$ cat config.mk
export PLATFORM = sky130hd
export DESIGN_NAME = eol_window_monitor
export DESIGN_NICKNAME = d
export VERILOG_FILES = /design/src/rtl/eol_pkg.sv /design/src/rtl/eol_window_calc.sv /design/src/rtl/eol_fault_timer.sv /design/src/rtl/eol_absence_det.sv /design/src/rtl/eol_window_monitor.sv
export SDC_FILE = /design/constraint.sdc
export NUM_CORES = 1
export LEC_CHECK = 0
export ABC_AREA = 1
export BUFFER_PORTS_ARGS = -buffer_cell sky130_fd_sc_hd__buf_4
export CORE_ASPECT_RATIO = 1.75
export CORE_MARGIN = 2
export CORE_UTILIZATION = 45
export CTS_BUF_LIST = sky130_fd_sc_hd__clkbuf_4 sky130_fd_sc_hd__clkbuf_8 sky130_fd_sc_hd__clkbuf_16
export DETAILED_ROUTE_END_ITERATION = 10
export PLACE_DENSITY_LB_ADDON = 0.3
export SLEW_MARGIN = 20
export SYNTH_ARGS = -nofsm -noshare
export SYNTH_HDL_FRONTEND = slang
export SYNTH_SLANG_ARGS = --single-unit
$ cat constraint.sdc
create_clock -name clk_i -period 2.5 [get_ports clk_i]
set_input_delay 0.375 -clock clk_i [delete_from_list [all_inputs] [get_ports clk_i]]
set_output_delay 0.375 -clock clk_i [all_outputs]
set_load 0.05 [all_outputs]
$ cat src/rtl/eol_pkg.sv
package eol_pkg;
    typedef enum logic [1:0] {
        TMR_IDLE   = 2'd0,
        TMR_CHARGE = 2'd1,
        TMR_DECAY  = 2'd2
    } tmr_state_e;

    localparam int CFG_TRACK_BIT = 0;
    localparam int CFG_WIDE_BIT  = 1;
endpackage

$ cat src/rtl/eol_window_calc.sv
module eol_window_calc #(
    parameter int SAMPLE_W     = 13,
    parameter int FIXED_CTR_MV = 2500,
    parameter int HALF_NAR_MV  = 220,
    parameter int HALF_WIDE_MV = 720
) (
    input  logic [1:0]          cfg_i,
    input  logic [SAMPLE_W-1:0] sense_i,
    input  logic [SAMPLE_W-1:0] track_i,
    output logic                viol_o
);
    import eol_pkg::*;

    localparam int XW = SAMPLE_W + 1;
    localparam logic [XW-1:0] FULL_SCALE = XW'((1 << SAMPLE_W) - 1);
    localparam logic [XW-1:0] FIXED_CTR  = XW'(FIXED_CTR_MV);
    localparam logic [XW-1:0] HALF_NAR   = XW'(HALF_NAR_MV);
    localparam logic [XW-1:0] HALF_WIDE  = XW'(HALF_WIDE_MV);

    logic [XW-1:0] center_x;
    logic [XW-1:0] half_x;
    logic [XW-1:0] sum_x;
    logic [XW-1:0] upper_x;
    logic [XW-1:0] lower_x;
    logic [XW-1:0] sense_x;

    always_comb begin
        center_x = cfg_i[CFG_TRACK_BIT] ? {1'b0, track_i} : FIXED_CTR;
        half_x   = cfg_i[CFG_WIDE_BIT] ? HALF_WIDE : HALF_NAR;
        sum_x    = center_x + half_x;
        upper_x  = (sum_x > FULL_SCALE) ? FULL_SCALE : sum_x;
        lower_x  = (center_x >= half_x) ? (center_x - half_x) : '0;
        sense_x  = {1'b0, sense_i};
        viol_o   = (sense_x > upper_x) || (sense_x < lower_x);
    end
endmodule

$ cat src/rtl/eol_fault_timer.sv
module eol_fault_timer #(
    parameter int CHARGE_CYC = 4000,
    parameter int DECAY_CYC  = 6000
) (
    input  logic clk_i,
    input  logic rst_ni,
    input  logic enable_i,
    input  logic restart_i,
    input  logic viol_i,
    output logic fire_o
);
    import eol_pkg::*;

    localparam int MAX_CYC = (CHARGE_CYC > DECAY_CYC) ? CHARGE_CYC : DECAY_CYC;
    localparam int CNT_W   = $clog2(MAX_CYC + 1);
    localparam logic [CNT_W-1:0] CHARGE_LIM = CNT_W'(CHARGE_CYC);
    localparam logic [CNT_W-1:0] DECAY_LIM  = CNT_W'(DECAY_CYC);
    localparam logic [CNT_W-1:0] CNT_ONE    = CNT_W'(1);

    typedef struct packed {
        tmr_state_e       st;
        logic [CNT_W-1:0] cnt;
    } tmr_s;

    tmr_s tmr_d, tmr_q;

    always_comb begin
        tmr_d  = tmr_q;
        fire_o = 1'b0;
        if (!enable_i || restart_i) begin
            tmr_d.st  = TMR_IDLE;
            tmr_d.cnt = '0;
        end else begin
            case (tmr_q.st)
                TMR_IDLE: begin
                    if (viol_i) begin
                        tmr_d.st  = TMR_CHARGE;
                        tmr_d.cnt = CNT_ONE;
                    end
                end
                TMR_CHARGE: begin
                    if (!viol_i) begin
                        tmr_d.st  = TMR_IDLE;
                        tmr_d.cnt = '0;
                    end else if (tmr_q.cnt == CHARGE_LIM) begin
                        tmr_d.st  = TMR_DECAY;
                        tmr_d.cnt = CNT_ONE;
                    end else begin
                        tmr_d.cnt = tmr_q.cnt + CNT_ONE;
                    end
                end
                TMR_DECAY: begin
                    if (tmr_q.cnt == DECAY_LIM) begin
                        fire_o    = viol_i;
                        tmr_d.st  = TMR_IDLE;
                        tmr_d.cnt = '0;
                    end else begin
                        tmr_d.cnt = tmr_q.cnt + CNT_ONE;
                    end
                end
                default: begin
                    tmr_d.st  = TMR_IDLE;
                    tmr_d.cnt = '0;
                end
            endcase
        end
    end

    always_ff @(posedge clk_i or negedge rst_ni) begin
        if (!rst_ni) begin
            tmr_q.st  <= TMR_IDLE;
            tmr_q.cnt <= '0;
        end else begin
            tmr_q <= tmr_d;
        end
    end
endmodule

$ cat src/rtl/eol_absence_det.sv
module eol_absence_det #(
    parameter int SAMPLE_W   = 13,
    parameter int SET_MV     = 4630,
    parameter int HYST_MV    = 160
) (
    input  logic                clk_i,
    input  logic                rst_ni,
    input  logic [SAMPLE_W-1:0] sense_i,
    output logic                absent_o,
    output logic                relamp_o,
    output logic                release_o
);
    localparam int REL_MV = (SET_MV > HYST_MV) ? (SET_MV - HYST_MV) : 0;
    localparam logic [SAMPLE_W-1:0] SET_V = SAMPLE_W'(SET_MV);
    localparam logic [SAMPLE_W-1:0] REL_V = SAMPLE_W'(REL_MV);

    typedef struct packed {
        logic absent;
        logic relamp;
    } abs_s;

    abs_s abs_d, abs_q;

    always_comb begin
        release_o     = abs_q.absent && (sense_i < REL_V);
        abs_d.absent  = abs_q.absent ? !release_o : (sense_i > SET_V);
        abs_d.relamp  = release_o;
    end

    always_ff @(posedge clk_i or negedge rst_ni) begin
        if (!rst_ni) begin
            abs_q <= '0;
        end else begin
            abs_q <= abs_d;
        end
    end

    assign absent_o = abs_q.absent;
    assign relamp_o = abs_q.relamp;
endmodule

$ cat src/rtl/eol_window_monitor.sv
module eol_window_monitor #(
    parameter int SAMPLE_W       = 13,
    parameter int FIXED_CTR_MV   = 2500,
    parameter int HALF_NAR_MV    = 220,
    parameter int HALF_WIDE_MV   = 720,
    parameter int ABSENT_SET_MV  = 4630,
    parameter int ABSENT_HYST_MV = 160,
    parameter int CHARGE_CYC     = 4000,
    parameter int DECAY_CYC      = 6000
) (
    input  logic                clk_i,
    input  logic                rst_ni,
    input  logic                run_phase_i,
    input  logic [1:0]          cfg_i,
    input  logic                fault_clr_i,
    input  logic [SAMPLE_W-1:0] sense_i,
    input  logic [SAMPLE_W-1:0] track_i,
    output logic                eol_fault_o,
    output logic                lamp_absent_o,
    output logic                relamp_o
);
    logic viol_w;
    logic fire_w;
    logic release_w;
    logic clear_w;
    logic fault_d, fault_q;

    eol_window_calc #(
        .SAMPLE_W    (SAMPLE_W),
        .FIXED_CTR_MV(FIXED_CTR_MV),
        .HALF_NAR_MV (HALF_NAR_MV),
        .HALF_WIDE_MV(HALF_WIDE_MV)
    ) u_calc (
        .cfg_i  (cfg_i),
        .sense_i(sense_i),
        .track_i(track_i),
        .viol_o (viol_w)
    );

    eol_absence_det #(
        .SAMPLE_W(SAMPLE_W),
        .SET_MV  (ABSENT_SET_MV),
        .HYST_MV (ABSENT_HYST_MV)
    ) u_absence (
        .clk_i    (clk_i),
        .rst_ni   (rst_ni),
        .sense_i  (sense_i),
        .absent_o (lamp_absent_o),
        .relamp_o (relamp_o),
        .release_o(release_w)
    );

    assign clear_w = fault_clr_i || release_w;

    eol_fault_timer #(
        .CHARGE_CYC(CHARGE_CYC),
        .DECAY_CYC (DECAY_CYC)
    ) u_timer (
        .clk_i    (clk_i),
        .rst_ni   (rst_ni),
        .enable_i (run_phase_i),
        .restart_i(clear_w),
        .viol_i   (viol_w),
        .fire_o   (fire_w)
    );

    always_comb begin
        fault_d = fault_q;
        if (clear_w) begin
            fault_d = 1'b0;
        end else if (fire_w) begin
            fault_d = 1'b1;
        end
    end

    always_ff @(posedge clk_i or negedge rst_ni) begin
        if (!rst_ni) begin
            fault_q <= 1'b0;
        end else begin
            fault_q <= fault_d;
        end
    end

    assign eol_fault_o = fault_q;
endmodule

After elaboration in Yosys (flattened, before gate mapping) --
Cells that the tools add are included.
Storage, ports and cells: register bits after elaboration 18, output and inout port bits 3, input bits 32, logic and storage cells 48
Operators by class: mux-type cells 18, equality and inequality tests 7, $add $sub $neg 3, order comparisons 6, reductions and logical operators 9
Operator list (number):
- $mux W15 | 3
- $pmux W15 S3 | 1
- $mux W13 | 3
- $mux W14 | 2
- $add A14 B14 Y14 | 1
- $ge A14 B14 Y1 | 1
- $gt A13 B14 Y1 | 1
- $gt A14 B13 Y1 const B | 1
- $lt A13 B14 Y1 | 1
- $sub A14 B14 Y14 | 1
- $add A13 B1 Y13 const B | 1
- $eq A13 B12 Y1 const B | 1
- $eq A13 B13 Y1 const B | 1
- $gt A13 B13 Y1 const B | 1
- $lt A13 B13 Y1 const B | 1
- $mux W10 | 1
- $mux W1 | 6
- $ne A3 B1 Y1 const B | 2
- $mux W2 | 2
- $ne A4 B4 Y1 const B | 1
- $logic_or A1 B1 Y1 | 3
- $reduce_and A3 Y1 | 1
- $eq A2 B1 Y1 const B | 1
- $eq A2 B2 Y1 const B | 1
- other kinds (4) | 5

Depth between registers and ports, before layout --
word-level depth 11, gate-level depth with buffers 30

By module --
Synthesis repeated with hierarchy kept, for this count alone.
Second synthesis, totals: cell total of the unflattened synthesis 461, area, all modules 2820.2 um^2
Modules (own cells, without submodules):
- eol_window_calc | times used 1, area an instance 1430.1 um^2, cells each 259
- eol_fault_timer | times used 1, area an instance 1131.1 um^2, cells each 161
- eol_absence_det | times used 1, area an instance 210.2 um^2, cells each 35
- eol_window_monitor | times used 1, area an instance 48.8 um^2, cells each 6

Worst setup path after synthesis --
No wires, ideal clock.
kind input-to-reg, from in cfg_i[0], to reg u_timer.tmr_q[4] (netlist name), slack -814 ps, library setup time 123 ps, data arrival time 3192 ps, stages on the path 25, buffers on the path 3, cells stage by stage buf_6 nand2_1 inv_1 ha_1 inv_1 nor2_2 nand2_1 nor2_1 nand2_1 nand3_2 clkbuf_1 nand3_1 ha_1 a21oi_1 o21ai_0 a21oi_1 o21bai_1 a21o_1 nand2_1 nand2_2 nand3_2 inv_2 buf_4 nand2_1 o21ai_1
On the way: word-level cells in the longest chain between the ends 9, elaborated cells between the ends (all ways) 14
Ends and longest elaborated chain:
- start, declared | RTL line eol_window_monitor.sv:14 | input logic [1:0] cfg_i,
- $mux W13 * | RTL line eol_window_calc.sv:28 | center_x = cfg_i[CFG_TRACK_BIT] ? {1'b0, track_i} : FIXED_CTR;
- $add A14 B14 Y14 | RTL line eol_window_calc.sv:30 | sum_x = center_x + half_x;
- $gt A14 B13 Y1 | RTL line eol_window_calc.sv:31 | upper_x = (sum_x > FULL_SCALE) ? FULL_SCALE : sum_x;
- $mux W14 | RTL line eol_window_calc.sv:31
- $gt A13 B14 Y1 | RTL line eol_window_calc.sv:34 | viol_o = (sense_x > upper_x) || (sense_x < lower_x);
- $logic_or A1 B1 Y1 * | RTL line eol_window_calc.sv:34
- $mux W15 | RTL line eol_fault_timer.sv:42 | if (!viol_i) begin
- $pmux W15 S3 | RTL line eol_fault_timer.sv:34 | case (tmr_q.st)
- $mux W15 | RTL line eol_fault_timer.sv:30 | if (!enable_i || restart_i) begin
- end signal, assigned | RTL line eol_fault_timer.sv:74 | tmr_q <= tmr_d;
- end, declared | RTL line eol_fault_timer.sv:25 | tmr_s tmr_d, tmr_q;
Every way passes the cells marked *; elsewhere a longest branch is shown, timed or not. A chain may end at the register's enable or synchronous reset.

Worst setup path after layout --
from in cfg_i[0], to reg u_timer.tmr_q[2] (netlist name)
Same word-level chain as after synthesis.

==> Implementation_results.wiki <==
{| class="wikitable"
! Metric !! Value
|-
| Count of cell types in the netlist || 38
|-
| Clock Sinks || 18
|-
| Library cell contributing the largest single delay on the critical path || ha_1
|-
| Outcome || finished, violations left
|-
| Row count || 36
|-
| CTS clk-pin slew, worst paths || 0.07 ns
|-
| Fraction of the yosys area taken by sequential cells || 0.175
|-
| Peak supply drop || 0.156 mV
|-
| Peak fanout along the critical path || 7
|-
| Worst R2R Start || u_timer.tmr_q[0]$_DFFE_PN0P_
|-
| Biggest area contributors in the synthesized netlist || dfrtp_1, ha_1, nand2_1
|-
| GRT Util Overall || 0.273
|-
| Final hold vios || 0
|-
| Data arrival time of the critical path || 3.43 ns
|-
| Upper clock frequency limit || 308 MHz
|-
| Post-route clock skew || 0.00208 ns
|-
| Worst hold margin || 0.317 ns
|-
| Mean routed wirelength per cell || 15.0 um
|-
| Number of placed instances, taps included || 584
|-
| TritonCTS Buffers || 3
|-
| Setup violators final || 16
|-
| Routed Antenna Nets || 0
|-
| Cell with the most instances after synthesis || nand2_1
|-
| Worst relative slew slack || 0.667
|-
| Full die area || 6350 um2
|-
| Share of cells above drive strength 1 || 0.434
|-
| Most numerous cell types in the synthesized netlist || nand2_1, inv_1, nor2_1, nand3_1, ha_1
|-
| Filler cell count in the final layout || 401
|-
| DRC || 0
|-
| Chip width || 61.1 um
|-
| Vert. Die Dim || 104 um
|-
| Type of the worst setup path || in2reg
|-
| RSZ-0062 raised after global routing || true
|-
| Total power divided by cell area || 310 nW/um2
|-
| Max-cap viol count || 0
|-
| Starting density of the core || 0.464
|-
| Min Clock Period, post-route || 3.24 ns
|-
| Static leakage || 2.08 nW
|-
| Antenna cell count || 0
|-
| Synth top area share || 0.175
|-
| Total standard cell area after synthesis || 2570 um2
|-
| DR pass1 iterations || 4
|-
| Half-perimeter wire length of the detailed placement result || 6760 um
|-
| Global placement routability congestion || 0.948
|-
| Buffer type at the clock tree root || clkbuf_8
|-
| Via Count || 3,300
|-
| Number of vias per cell after detailed routing || 5.37
|-
| Max-slew violation count || 0
|-
| Setup WS pre-CTS || -1.18 ns
|-
| Syn Area/Cell || 6.28 um2
|-
| Post-detailed-routing wire length || 9220 um
|-
| Port bufs || 34
|-
| Stage delay of the slowest cell on the critical path || 0.29 ns
|-
| First-pass GRT wire length || 13,400 um
|-
| Flop and latch count out of synthesis || 18
|-
| Clk Latency, worst-skew pair || 0.26 ns
|-
| Category of the worst setup path capture point || register
|-
| Worst min path class || in2reg
|-
| Worst Setup Slack, final || -0.742 ns
|-
| Worst Setup Start Kind || input port
|-
| Syn_nets || 475
|-
| Cell occurring most often along the worst timing path || inv_2
|-
| Bufs on Longest Clock Path || 2
|-
| Number of nets at the end of the flow || 606
|-
| Worst setup path startpoint || cfg_i[0]
|-
| Number of antenna violations at the first check in global routing || 0
|-
| Sum of overflow across all layers after global routing || 0
|-
| Top cell type by total area after synthesis || dfrtp_1
|-
| H-tree depth || 1
|-
| Violated checks || setup timing
|-
| Flip-flop cell with the highest count after synthesis || dfrtp_1
|-
| Final setup TNS || -11.22 ns
|-
| Count of boundary I/O pins || 35
|-
| Layout area overhead || 60.3%
|-
| Fraction of the cycle the final worst path needs || 1.30
|-
| Final cell count without fillers || 615
|-
| Count of flip-flops with a built-in enable after synthesis || 0
|-
| DR iter-0 viols || 220
|-
| Tightest Pin Transition || 0.495 ns
|-
| Startpoint of the worst hold path || fault_clr_i
|-
| Vias in the first global route || 3,186
|-
| Cell count after synthesis || 409
|-
| Pin count of the biggest net entering global routing || 19
|-
| Core Area || 5540 um2
|-
| CTS tree || done
|-
| Data required time of the worst path || 2.69 ns
|-
| Async set-reset flop share out of synthesis || 1.00
|-
| Warnings, synthesis || 0
|}
state kept, by name, summed over array words and instances (netlist names):
| register | cells |
|---|---|
| u_timer.tmr_q | 15 |
| eol_fault_o | 1 |
| u_absence.absent_o | 1 |
| u_absence.relamp_o | 1 |
cells in the final DEF, fill, tap and decap left out, types with 3 or more instances in the layout:
cell type and n:
nor2_4 6, inv_1 51, nor3_1 3, o21ai_0 5
nand2_1 83, a21oi_1 9, nand3_1 24, nor4_1 5
nor2_2 5, nand4_1 9, xnor2_1 3, or2_2 8
nor2_1 41, a21oi_2 6, buf_6 5, xor2_1 5
inv_2 12, nand3_4 4, o21ai_1 9, nand2_4 3
nand2_2 17, ha_4 8, dfrtp_1 18, clkbuf_8 4
buf_4 122, o21ai_2 9, nand3_2 11, ha_1 25
layer usage:
metal,part of all wire,GRT usage,vias to the layer above
li1,-,-,1595
met1,0.33,0.246,1535
met2,0.56,0.536,114
met3,0.026,0.0112,56
met4,0.079,0.160,0
met5,0,0,-
layout make-up:
type | instances | area (um2) | share of cell area
timing repair buffer | 130 | 1020 | 0.247
sequential | 18 | 450 | 0.109
multi-input combinational | 320 | 2200 | 0.535
tap | 76 | 95.1 | 0.0231
inverter | 67 | 295 | 0.0717
clock buffer | 4 | 55.1 | 0.0134
logic make-up after synthesis:
| group | Yosys count | share of synthesized area |
|---|---|---|
| AND/OR/NAND/NOR | 224 | 0.403 |
| AO/OA/AOI/OAI | 54 | 0.121 |
| adder cells (fa/ha/maj) | 34 | 0.166 |
| XOR/XNOR | 8 | 0.0273 |
| flip-flops | 18 | 0.175 |
| buffers and inverters | 71 | 0.108 |
worst paths after layout:
path                                                 end  slack, ns  cells past startpoint
setup reg to reg            u_timer.tmr_q[8]$_DFFE_PN0P_       0.32                     12
setup / recovery            u_timer.tmr_q[2]$_DFFE_PN0P_      -0.74                     29
hold / removal                   eol_fault_o$_DFFE_PN0P_       0.32                      2
min in group asynchronous   u_timer.tmr_q[9]$_DFFE_PN0P_       0.52                      2
max in group asynchronous  u_timer.tmr_q[10]$_DFFE_PN0P_       1.78                      2
hold reg to reg             u_timer.tmr_q[0]$_DFFE_PN0P_       0.52                      2
what timing repair did:
| action | in CTS | in global routing |
|---|---|---|
| pin swaps | 21 | 26 |
| buffers inserted | 19 | 7 |
| gates resized for setup | 36 | 53 |
| setup endpoints to repair | 16 | 16 |
| hold buffers | 1 | 0 |
| endpoints found under the hold margin | 18 | 0 |
metrics by stage:
stage	utilization	power, mW	instance area, um2
2_1_floorplan	-	0.629	2680
3_3_place_gp	0.635	0.870	3520
3_5_place_dp	0.635	0.883	3520
4_1_cts	0.697	1.18	3860
5_1_grt	0.743	1.36	4120
6_report	0.743	1.28	4120
worst max-delay path: cells and delay by family:
kind                     cells  cell delay (ns)
AO/OA/AOI/OAI                4             0.36
AND/OR/NAND/NOR             14             1.42
buffers and inverters        9             0.84
adder cells (fa/ha/maj)      2             0.44
report_power, final:
| part | internal [mW] | switching, mW |
|---|---|---|
| Sequential | 0.302 | 0.00675 |
| Clock | 0.140 | 0.101 |
| Combinational | 0.339 | 0.388 |
Power figures use the tool's default switching activity.
